<file path="config.mk">
export PLATFORM = sky130hd
export DESIGN_NAME = sdspi_boot_seq
export DESIGN_NICKNAME = d
export VERILOG_FILES = /design/src/rtl/sdspi_boot_pkg.sv /design/src/rtl/sdspi_wake_gen.sv /design/src/rtl/sdspi_retry_timer.sv /design/src/rtl/sdspi_poll_ctr.sv /design/src/rtl/sdspi_boot_seq.sv
export SDC_FILE = /design/constraint.sdc
export NUM_CORES = 1
export LEC_CHECK = 0
export ABC_AREA = 1
export BUFFER_PORTS_ARGS = -buffer_cell sky130_fd_sc_hd__buf_2
export CELL_PAD_IN_SITES_DETAIL_PLACEMENT = 1
export CELL_PAD_IN_SITES_GLOBAL_PLACEMENT = 2
export CORE_UTILIZATION = 30
export DETAILED_ROUTE_END_ITERATION = 7
export PLACE_DENSITY_LB_ADDON = 0.1
export RECOVER_POWER = 100
export SLEW_MARGIN = 5
export SYNTH_ARGS = -nofsm -noshare
export SYNTH_HDL_FRONTEND = slang
export SYNTH_HIERARCHICAL = 1
export SYNTH_SLANG_ARGS = --single-unit
</file>
<file path="constraint.sdc">
create_clock -name clk -period 2.7 [get_ports clk]
set_input_delay 0.405 -clock clk [delete_from_list [all_inputs] [get_ports clk]]
set_output_delay 0.405 -clock clk [all_outputs]
set_load 0.01 [all_outputs]
</file>
<file path="src/rtl/sdspi_boot_pkg.sv">
package sdspi_boot_pkg;

    typedef enum logic [3:0] {
        ST_IDLE,
        ST_WAKE,
        ST_GO_IDLE,
        ST_IF_COND,
        ST_V1_APP,
        ST_V1_OP,
        ST_V2_WAIT,
        ST_V2_OCR,
        ST_V2_APP,
        ST_V2_OP,
        ST_V2_FIN,
        ST_SET_BLK,
        ST_READY,
        ST_FAIL
    } seq_state_e;

    typedef enum logic [1:0] {
        CARD_NONE = 2'd0,
        CARD_V1   = 2'd1,
        CARD_V2   = 2'd2
    } card_e;

    localparam logic [5:0]  IDX_GO_IDLE = 6'd0;
    localparam logic [5:0]  IDX_IF_COND = 6'd8;
    localparam logic [5:0]  IDX_BLKLEN  = 6'd16;
    localparam logic [5:0]  IDX_OP_COND = 6'd41;
    localparam logic [5:0]  IDX_APP     = 6'd55;
    localparam logic [5:0]  IDX_RD_OCR  = 6'd58;

    localparam logic [31:0] ARG_IF_COND = 32'h0000_01AA;
    localparam logic [31:0] ARG_HCS     = 32'h4000_0000;
    localparam logic [31:0] ARG_BLKLEN  = 32'd512;

    localparam logic [7:0]  R1_IDLE     = 8'h01;
    localparam logic [7:0]  R1_IDLE_ILL = 8'h05;
    localparam logic [7:0]  R1_OK       = 8'h00;

    typedef struct packed {
        seq_state_e  state;
        logic        busy;
        logic        req;
        logic [5:0]  idx;
        logic [31:0] arg;
        logic        trl;
        card_e       card;
        logic        blk;
        logic        fast;
    } seq_ctl_t;

endpackage

</file>
<file path="src/rtl/sdspi_wake_gen.sv">
module sdspi_wake_gen #(
    parameter int BYTES = 16
) (
    input  logic clk,
    input  logic rst_n,
    input  logic go_i,
    input  logic ready_i,
    output logic valid_o,
    output logic done_o
);
    localparam int CW = $clog2(BYTES + 1);

    logic          active_d, active_q;
    logic [CW-1:0] cnt_d, cnt_q;
    logic          last;

    assign last    = (cnt_q == CW'(BYTES - 1));
    assign valid_o = active_q;
    assign done_o  = active_q && ready_i && last;

    always_comb begin
        active_d = active_q;
        cnt_d    = cnt_q;
        if (go_i) begin
            active_d = 1'b1;
            cnt_d    = '0;
        end else if (active_q && ready_i) begin
            if (last) active_d = 1'b0;
            else      cnt_d    = cnt_q + 1'b1;
        end
    end

    always_ff @(posedge clk or negedge rst_n) begin
        if (!rst_n) begin
            active_q <= 1'b0;
            cnt_q    <= '0;
        end else begin
            active_q <= active_d;
            cnt_q    <= cnt_d;
        end
    end

    // byte count never runs past the configured number of wake bytes
    assert_wake_bound_R2: assert property (@(posedge clk) disable iff (!rst_n)
        cnt_q <= CW'(BYTES - 1));
    // an offered byte is not withdrawn before it is taken
    assert_wake_hold_R2: assert property (@(posedge clk) disable iff (!rst_n)
        (valid_o && !ready_i && !go_i) |=> valid_o);

endmodule

</file>
<file path="src/rtl/sdspi_retry_timer.sv">
module sdspi_retry_timer #(
    parameter int DELAY = 400000
) (
    input  logic clk,
    input  logic rst_n,
    input  logic go_i,
    output logic expired_o
);
    localparam int DW = $clog2(DELAY + 1);

    logic          run_d, run_q;
    logic [DW-1:0] cnt_d, cnt_q;

    assign expired_o = run_q && (cnt_q == '0);

    always_comb begin
        run_d = run_q;
        cnt_d = cnt_q;
        if (go_i) begin
            run_d = 1'b1;
            cnt_d = DW'(DELAY - 1);
        end else if (run_q) begin
            if (cnt_q == '0) run_d = 1'b0;
            else             cnt_d = cnt_q - 1'b1;
        end
    end

    always_ff @(posedge clk or negedge rst_n) begin
        if (!rst_n) begin
            run_q <= 1'b0;
            cnt_q <= '0;
        end else begin
            run_q <= run_d;
            cnt_q <= cnt_d;
        end
    end

    // the wait counts down by exactly one each cycle until it expires
    assert_delay_step_R6: assert property (@(posedge clk) disable iff (!rst_n)
        (run_q && cnt_q != '0 && !go_i) |=> (run_q && cnt_q == $past(cnt_q) - 1'b1));

endmodule

</file>
<file path="src/rtl/sdspi_poll_ctr.sv">
module sdspi_poll_ctr #(
    parameter int LIMIT = 5000
) (
    input  logic clk,
    input  logic rst_n,
    input  logic clr_i,
    input  logic inc_i,
    output logic last_o
);
    localparam int CW = $clog2(LIMIT + 1);

    logic [CW-1:0] cnt_d, cnt_q;

    assign last_o = (cnt_q == CW'(LIMIT - 1));

    always_comb begin
        cnt_d = cnt_q;
        if (clr_i)                cnt_d = '0;
        else if (inc_i && !last_o) cnt_d = cnt_q + 1'b1;
    end

    always_ff @(posedge clk or negedge rst_n) begin
        if (!rst_n) cnt_q <= '0;
        else        cnt_q <= cnt_d;
    end

    // attempt count stays below the poll limit
    assert_poll_bound_R7: assert property (@(posedge clk) disable iff (!rst_n)
        cnt_q <= CW'(LIMIT - 1));

endmodule

</file>
<file path="src/rtl/sdspi_boot_seq.sv">
module sdspi_boot_seq
    import sdspi_boot_pkg::*;
#(
    parameter int WAKE_BYTES  = 16,
    parameter int POLL_LIMIT  = 5000,
    parameter int RETRY_DELAY = 400000
) (
    input  logic        clk,
    input  logic        rst_n,
    input  logic        start_i,
    output logic        wake_valid_o,
    output logic [7:0]  wake_byte_o,
    input  logic        wake_ready_i,
    output logic        cmd_req_o,
    output logic [5:0]  cmd_idx_o,
    output logic [31:0] cmd_arg_o,
    output logic        cmd_trailer_o,
    input  logic        cmd_done_i,
    input  logic [7:0]  cmd_r1_i,
    input  logic        cmd_timeout_i,
    input  logic [31:0] cmd_trailer_i,
    output logic        clk_fast_o,
    output logic        ready_o,
    output logic        fail_o,
    output logic        not_init_o,
    output logic [1:0]  card_type_o,
    output logic        blk_addr_o
);
    seq_ctl_t d, q;

    logic wake_go, wake_done;
    logic dly_go, dly_exp;
    logic poll_clr, poll_inc, poll_last;
    logic unused_trl;

    assign unused_trl = ^{cmd_trailer_i[31], cmd_trailer_i[29:0]};

    sdspi_wake_gen #(.BYTES(WAKE_BYTES)) u_wake (
        .clk(clk), .rst_n(rst_n), .go_i(wake_go), .ready_i(wake_ready_i),
        .valid_o(wake_valid_o), .done_o(wake_done)
    );

    sdspi_retry_timer #(.DELAY(RETRY_DELAY)) u_dly (
        .clk(clk), .rst_n(rst_n), .go_i(dly_go), .expired_o(dly_exp)
    );

    sdspi_poll_ctr #(.LIMIT(POLL_LIMIT)) u_poll (
        .clk(clk), .rst_n(rst_n), .clr_i(poll_clr), .inc_i(poll_inc),
        .last_o(poll_last)
    );

    function automatic logic is_cmd_state(input seq_state_e s);
        return (s == ST_GO_IDLE) || (s == ST_IF_COND) || (s == ST_V1_APP) ||
               (s == ST_V1_OP)   || (s == ST_V2_OCR)  || (s == ST_V2_APP) ||
               (s == ST_V2_OP)   || (s == ST_V2_FIN)  || (s == ST_SET_BLK);
    endfunction

    function automatic logic [5:0] idx_of(input seq_state_e s);
        case (s)
            ST_GO_IDLE:           return IDX_GO_IDLE;
            ST_IF_COND:           return IDX_IF_COND;
            ST_V1_APP, ST_V2_APP: return IDX_APP;
            ST_V1_OP, ST_V2_OP:   return IDX_OP_COND;
            ST_V2_OCR, ST_V2_FIN: return IDX_RD_OCR;
            default:              return IDX_BLKLEN;
        endcase
    endfunction

    function automatic logic [31:0] arg_of(input seq_state_e s);
        case (s)
            ST_IF_COND: return ARG_IF_COND;
            ST_V2_OP:   return ARG_HCS;
            ST_SET_BLK: return ARG_BLKLEN;
            default:    return 32'd0;
        endcase
    endfunction

    always_comb begin
        d        = q;
        d.req    = 1'b0;
        wake_go  = 1'b0;
        dly_go   = 1'b0;
        poll_clr = 1'b0;
        poll_inc = 1'b0;

        if (is_cmd_state(q.state)) begin
            if (!q.busy) begin
                d.busy = 1'b1;
                d.req  = 1'b1;
                d.idx  = idx_of(q.state);
                d.arg  = arg_of(q.state);
                d.trl  = (idx_of(q.state) == IDX_IF_COND) ||
                         (idx_of(q.state) == IDX_RD_OCR);
            end else if (cmd_done_i) begin
                d.busy = 1'b0;
                if (cmd_timeout_i) begin
                    d.state = ST_FAIL;
                end else begin
                    case (q.state)
                        ST_GO_IDLE:
                            d.state = (cmd_r1_i == R1_IDLE) ? ST_IF_COND : ST_FAIL;
                        ST_IF_COND: begin
                            poll_clr = 1'b1;
                            if (cmd_r1_i == R1_IDLE) begin
                                d.state = ST_V2_WAIT;
                                dly_go  = 1'b1;
                            end else if (cmd_r1_i == R1_IDLE_ILL) begin
                                d.state = ST_V1_APP;
                            end else begin
                                d.state = ST_FAIL;
                            end
                        end
                        ST_V1_APP: d.state = ST_V1_OP;
                        ST_V1_OP: begin
                            if (cmd_r1_i == R1_OK) begin
                                d.state = ST_SET_BLK;
                                d.card  = CARD_V1;
                                d.blk   = 1'b0;
                            end else if (poll_last) begin
                                d.state = ST_FAIL;
                            end else begin
                                poll_inc = 1'b1;
                                d.state  = ST_V1_APP;
                            end
                        end
                        ST_V2_OCR: d.state = ST_V2_APP;
                        ST_V2_APP: d.state = ST_V2_OP;
                        ST_V2_OP: begin
                            if (cmd_r1_i == R1_OK) begin
                                d.state = ST_V2_FIN;
                            end else if (poll_last) begin
                                d.state = ST_FAIL;
                            end else begin
                                poll_inc = 1'b1;
                                dly_go   = 1'b1;
                                d.state  = ST_V2_WAIT;
                            end
                        end
                        ST_V2_FIN: begin
                            d.state = ST_SET_BLK;
                            d.card  = CARD_V2;
                            d.blk   = cmd_trailer_i[30];
                        end
                        default: begin
                            if (cmd_r1_i == R1_OK) begin
                                d.state = ST_READY;
                                d.fast  = 1'b1;
                            end else begin
                                d.state = ST_FAIL;
                            end
                        end
                    endcase
                end
            end
        end else begin
            case (q.state)
                ST_IDLE, ST_READY, ST_FAIL: begin
                    if (start_i) begin
                        d.state = ST_WAKE;
                        d.card  = CARD_NONE;
                        d.blk   = 1'b0;
                        d.fast  = 1'b0;
                        wake_go = 1'b1;
                    end
                end
                ST_WAKE:    if (wake_done) d.state = ST_GO_IDLE;
                ST_V2_WAIT: if (dly_exp)   d.state = ST_V2_OCR;
                default:    d.state = ST_FAIL;
            endcase
        end
    end

    always_ff @(posedge clk or negedge rst_n) begin
        if (!rst_n) begin
            q.state <= ST_IDLE;
            q.busy  <= 1'b0;
            q.req   <= 1'b0;
            q.idx   <= '0;
            q.arg   <= '0;
            q.trl   <= 1'b0;
            q.card  <= CARD_NONE;
            q.blk   <= 1'b0;
            q.fast  <= 1'b0;
        end else begin
            q <= d;
        end
    end

    assign wake_byte_o   = 8'hFF;
    assign cmd_req_o     = q.req;
    assign cmd_idx_o     = q.idx;
    assign cmd_arg_o     = q.arg;
    assign cmd_trailer_o = q.trl;
    assign clk_fast_o    = q.fast;
    assign ready_o       = (q.state == ST_READY);
    assign fail_o        = (q.state == ST_FAIL);
    assign not_init_o    = (q.state != ST_READY);
    assign card_type_o   = q.card;
    assign blk_addr_o    = q.blk;

    // request is a single-cycle pulse
    assert_req_pulse_R11: assert property (@(posedge clk) disable iff (!rst_n)
        cmd_req_o |=> !cmd_req_o);
    // no command is requested while wake bytes are still flowing
    assert_no_cmd_in_wake_R2: assert property (@(posedge clk) disable iff (!rst_n)
        wake_valid_o |-> (!cmd_req_o && !clk_fast_o));
    // fast clock only once the sequence has completed
    assert_fast_only_ready_R8: assert property (@(posedge clk) disable iff (!rst_n)
        clk_fast_o |-> ready_o);
    // a failed sequence stays silent on the command interface
    assert_fail_quiet_R9: assert property (@(posedge clk) disable iff (!rst_n)
        fail_o |-> !cmd_req_o);
    // an older-generation card is always byte addressed
    assert_v1_byte_addr_R5: assert property (@(posedge clk) disable iff (!rst_n)
        (card_type_o == 2'd1) |-> !blk_addr_o);
    // a timed-out command never leads to another request
    assert_timeout_stop_R9: assert property (@(posedge clk) disable iff (!rst_n)
        (cmd_done_i && cmd_timeout_i && q.busy) |=> fail_o);

endmodule

</file>
# Word-level counts from Yosys, hierarchy flattened
# Memories as Yosys holds them, arrays and structs flattened.
# Cells that the tools add are included.
# classes
muxes	70
n_reduce_logical	33
bitwise_logic	1
n_eq_ne	32
n_addsub	3
# op_table
op	count
$pmux 31 s3	1
$mux 40	2
$mux 4	19
$mux 19	3
$pmux 4 s8	1
$mux 1	30
$mux 13	2
$eq 4x4->1 const B	6
$mux 6	4
$mux 5	4
$logic_not 19->1	1
$sub 19x1->19 const B	1
$eq 4x3->1 const B	4
$reduce_and 7->1	2
$add 13x1->13 const B	1
$eq 13x13->1 const B	1
$pmux 4 s3	1
$reduce_bool 2->1	6
$ne 2x2->1 const B	5
$logic_or 1x1->1	9
$ne 3x3->1 const B	3
$eq 4x2->1 const B	2
$eq 8x1->1 const B	1
$eq 8x3->1 const B	1
21 further kinds	29
# totals
output_inout_bits	56
wordCells	156
rom_bits	288
in_bits	46
register_bits	88
memories	3
# mem_list
memory	words	word_bits	rd	rd_clocked_by_memory_dff	wr	line	source
(no name shown)	16	6	1	0	0	sdspi_boot_seq.sv:59	case (s)
(no name shown)	16	6	1	0	0	sdspi_boot_seq.sv:59	
(no name shown)	16	6	1	0	0	sdspi_boot_seq.sv:59	

# Longest topological paths before layout
# logic_depth
word_depth	14
ltp_mapped	18
depth_no_buf	17

# Hierarchy
# The synthesis kept the hierarchy.
# by_module_without_submodules
mod	cells_per_inst	seq_area_each_um2	instances	area_per_inst_um2
sdspi_boot_seq	271	500.5	1	1873.0
sdspi_retry_timer	191	500.5	1	1312.5
sdspi_poll_ctr	141	325.3	1	920.9
sdspi_wake_gen	41	150.1	1	335.3

# Worst setup path after synthesis
# Ideal clock, no wire load.
# synth_path
path_kind	register to register
startpoint	reg q[46] in the netlist's numbering
endpoint	reg u_dly.cnt_q[3]
path_buffers	2
path_stages_with_launch	19
setup_ns	0.118
t_arrival_ns	2.345
synth_period_minus_slack_ns	2.463
setup_slack_ns	0.237
t_required_ns	2.582
path_cell_list	dfrtp_1 -> inv_1 -> ha_1 -> nand3_2 -> nand2_2 -> nor2_4 -> nand3_4 -> nand2_1 -> inv_2 -> nand3_1 -> nor2_1 -> nand2_1 -> o31ai_1 -> buf_2 -> inv_1 -> clkbuf_1 -> nand3_1 -> nand2_1 -> o21ai_2
# synth_via
elab_chain_cells	12
word_cells_on_any_way	26
classes_between	eq/ne (10); mux (6); reduce/logical (10)
# synth_rtl
item	line	source
from (decl)	sdspi_boot_seq.sv:29	seq_ctl_t d, q;
parallel branches: the longest is 9 deep, another holds $eq 4x4->1	--	
$mux 1 *	sdspi_boot_seq.sv:86	if (is_cmd_state(q.state)) begin
net dly_go	sdspi_boot_seq.sv:32	logic dly_go, dly_exp;
$ne 2x2->1 (no line) or $reduce_bool 2->1 (tied branches)	--	
$reduce_and 2->1 (no line)	--	
to (signal assigned)	sdspi_retry_timer.sv:34	cnt_q <= cnt_d;
to (decl)	sdspi_retry_timer.sv:12	logic [DW-1:0] cnt_d, cnt_q;
# Mark *: on every way through the listed nets, which the timed path passes.
# A chain may end at the register's enable or synchronous reset.

# Worst setup path after layout
# layout_path
startpoint	reg q[46] in the netlist's numbering
endpoint	reg u_dly.cnt_q[8]
# The elaborated chain is that of the path after synthesis.

==> impl.org <==
** Yosys
- sky130_fd_sc_hd__nand2_1 is the most common cell in the netlist.
- Of the post-synthesis cell area, the dominant cell type holds around a third.
- Gate Count Post-Synth :: between 600 and 700
- In this run the cell area of the synthesized design comes to between 4000 and 5000 sq um.
- Average size of a mapped cell :: 6.90 sq um
- After synthesis, the cell types taking the most area are sky130_fd_sc_hd__dfrtp_1 33%, sky130_fd_sc_hd__nand2_1 17%, sky130_fd_sc_hd__buf_4 8.3%, sky130_fd_sc_hd__nor2_1 6.6%, sky130_fd_sc_hd__inv_1 6.2%.
- Share of synthesized area occupied by flip-flops and latches :: approximately 33%
- Most common library cells after synthesis :: 199 x sky130_fd_sc_hd__nand2_1, 78 x sky130_fd_sc_hd__nor2_1, 73 x sky130_fd_sc_hd__inv_1
- Counting flops and latches in the post-synthesis netlist gives between 50 and 60.
- The biggest area contributor in the post-synthesis netlist is sky130_fd_sc_hd__dfrtp_1.
- Yosys printed 6 warnings.
- Post-synth EDFFs :: 0
- Prevailing post-synth register cell :: sky130_fd_sc_hd__dfrtp_1
- In this run, distinct cell masters in the synthesized netlist total 38.
- In the synthesized netlist the async set-or-reset flop fraction comes to 100%.

** Place
- HPWL Detailed :: 9.28 mm
- The congestion estimate from routability-driven global placement came to approximately 0.83.
- # port buffers :: 37

** Global routing
- First-pass GRT wire length :: between 20 and 25 mm
- Maximum number of pins on one net before global-route repair :: 23
- Number of antenna violations at the first check in global routing :: 0
- For this run the aggregate overflow at the end of global routing stands at 0.
- Vias in the first global route :: 4019
- Overall routing resource usage :: around 17%

** Critical path
- Launch point of the worst reg-to-reg path :: q[46]
- Worst setup EP type :: register
- Largest fanout on the critical path :: 9
- Largest stage delay, worst path :: around 440 ps
- Beginning of the critical path :: q[46]
- STA classifies the critical path startpoint as a register.
- Cell-by-cell listing of the critical path :: inv_2, ha_2, nand3_2, nand2_2, nor2_4, nand3_4, nand2_1, inv_2, nand3_2, nor2_2, nand2_1, o31ai_2, buf_4, inv_1, nand2_4, clkinv_1, buf_4, nand2_1, nand2_1
- Arrival time at the worst endpoint :: 2740 ps
- Worst Setup Path Type :: reg2reg
- Endpoint required time on the critical path :: between 2000 and 3000 ps
- Slowest CP cell :: sky130_fd_sc_hd__dfrtp_1
- By instance count, the cell type seen most on the critical path is sky130_fd_sc_hd__nand2_1.

** Detailed routing
- After detailed routing, the total wire length is around 12 mm.
- Post-DR vias/cell :: about 4.5
- In the final routed layout, each cell accounts on average for approximately 13 um.
- The routed layout has about 4k vias.
- For this run, design rule violations remaining after detail routing come to 0.
- Once detail routing completed, the nets flagged for antenna violations numbered 0.
- First-pass DRT Iterations :: 4
- Initial drt markers :: between 150 and 200

** STA
- Number of hold violations in the final report :: 0
- Subtracting the final worst setup slack from the clock period gives roughly 2500 ps.
- Slew at the pin closest to its max-slew limit :: ~1300 ps
- Highest Clock Rate :: around 400 MHz
- Total Neg Setup Slack :: 0 ps
- Number of failing setup endpoints in the final timing report :: 0
- The worst pin sits at a relative slew slack of ~16%.
- Number of max-slew violations in the final report :: 0
- Skew final :: 7.88 ps
- The final critical path takes up 93.0% of the cycle.

** Floorplanning
- The floorplan step defined a die boundary enclosing 15300 sq um.
- The die is roughly 120 um wide.
- Die Y-Extent :: approximately 120 um
- The floorplan has between 40 and 50 rows.
- Core Footprint :: approximately 14000 sq um
- Starting utilization of the core area :: between 30% and 40%
- During I/O placement, the number of pins put on the boundary was approximately 100.

** Clocking
- Clock tree synthesis inserted a total of 9 buffers.
- Buffer levels on the longest clock path :: 2
- Cell chosen for the clock root :: sky130_fd_sc_hd__clkbuf_16
- Clock-pin slew was measured on the worst setup and hold paths at 60 ps.
- CTS hold repair buffers :: 0
- The clock tree synthesis step divided the H-tree into 3 levels.
- At the later pin of the worst-skew pair, clock insertion delay measures between 300 and 400 ps.
- TritonCTS clock tree :: yes
- CTS Sinks :: between 50 and 60

** Final layout
- At the end of the flow the core is filled with cells to roughly 34%.
- Fin nets :: ~740
- P&R area growth vs syn :: 11.5%
- Fraction of final layout cells sized beyond drive strength 1 :: around 15%
- The repair_antennas step left the layout with diodes totalling 0.

** Power
- The worst-case IR drop observed on VDD is roughly 0.00037 V.
- For this design the ratio of total power to cell area is about 1100 nW/um^2.
- Pleak :: about 0.0025 uW

** Hold path
- Class of the worst hold path :: in2async

** Job
- Number of max-cap violations :: 0

** Outcome
- The flow ran to the end, and the final reports show no timing, DRC or antenna violations.
[critical path: cells and delay by family, from the launching register on]
family                   cells  cell delay [ps]
adder cells (fa/ha/maj)      1              240
buffers and inverters        6              670
flip-flops                   1              440
AND/OR/NAND/NOR             11              970
AO/OA/AOI/OAI                1               70
[cell families (layout without fill, tap and decap cells)]
| family | count (synthesis) | after routing | synth area share (%) |
|---|---|---|---|
| AND/OR/NAND/NOR | 374 | 374 | 37.7 |
| buffers and inverters | 138 | 155 | 16.8 |
| XOR/XNOR | 9 | 9 | 1.77 |
| adder cells (fa/ha/maj) | 10 | 10 | 2.82 |
| flip-flops | 59 | 59 | 33.2 |
| other | 2 | 33 | 0.169 |
| AO/OA/AOI/OAI | 52 | 52 | 7.46 |
[placed cells by master, fill, tap and decap left out, drive strengths merged]
cell	instances
a21boi	1
a21oi	8
a31oi	1
buf	33
clkbuf	34
clkinv	9
clkinvlp	3
conb	33
dfrtp	59
ha	10
inv	76
nand2	214
nand3	53
nand4	12
nor2	90
nor3	4
nor4b	1
o211ai	3
o21ai	34
o21ba	1
o22ai	3
o31ai	1
xor2	9
[sequential cells by signal, summed over array words and instances, names as in the netlist]
name,cells
cmd_idx_o,6
cmd_trailer_o,1
u_dly/cnt_q,19
u_poll/cnt_q,13
q,5
cmd_arg_o,3
clk_fast_o,1
u_wake/valid_o,1
u_wake/cnt_q,5
cmd_req_o,1
card_type_o,2
blk_addr_o,1
u_dly/run_q,1
[report_power, final]
group / switching (uW) / internal (uW)
sequential: 378 / 1210
combinational: 1730 / 913
clock: 458 / 625
[worst paths after layout]
check,endpoint,slack [ps],cells after the start
min in group clk,blk_addr_o,330,3
worst min-delay path,u_dly/cnt_q[15],320,1
worst max-delay path,u_dly/cnt_q[8],190,19
max in group asynchronous,q[48],670,2
worst min register to register,cmd_idx_o[5],490,2
worst max register to register,u_dly/cnt_q[8],190,19
[final cells by class]
class,count,area (sq um)
Fill cell,1873,9520
Multi-Input combinational cell,478,2340
Inverter,81,317
Tap cell,184,230
Clock buffer,9,225
Sequential cell,59,1480
Timing Repair Buffer,58,307
Clock inverter,7,55.1
[metal layers]
layer	part of all wire (%)	up-vias	track usage (%)
li1	-	2020	-
met3	3.2	9	3.66
met2	46	38	27.2
met5	0	-	0
met4	1.1	0	4.74
met1	50	1890	23.2
[what timing repair did]
| action | CTS | global route |
|---|---|---|
| resized for setup | 3 | 7 |
| buffers inserted | 0 | 4 |
| pin swaps | 0 | 1 |
| endpoints found under the hold margin | 0 | 0 |
| setup endpoints to repair | 8 | 25 |
[metrics by stage]
stage / instances / power (uW) / hold slack [ps] / setup WS, ps / cell area (sq um)
detailed placement: 856 / 4350 / 425 / -10.0 / 4660
finish: 876 / 5320 / 323 / 188 / 4950
CTS: 872 / 5480 / 62.2 / 46.5 / 4950
global placement: 856 / 4270 / 424 / 54.7 / 4660
floorplan: 675 / 3700 / 109 / 237 / 4560
global route: 876 / 5880 / 367 / -12.0 / 4950
Power figures use the tool's default switching activity.
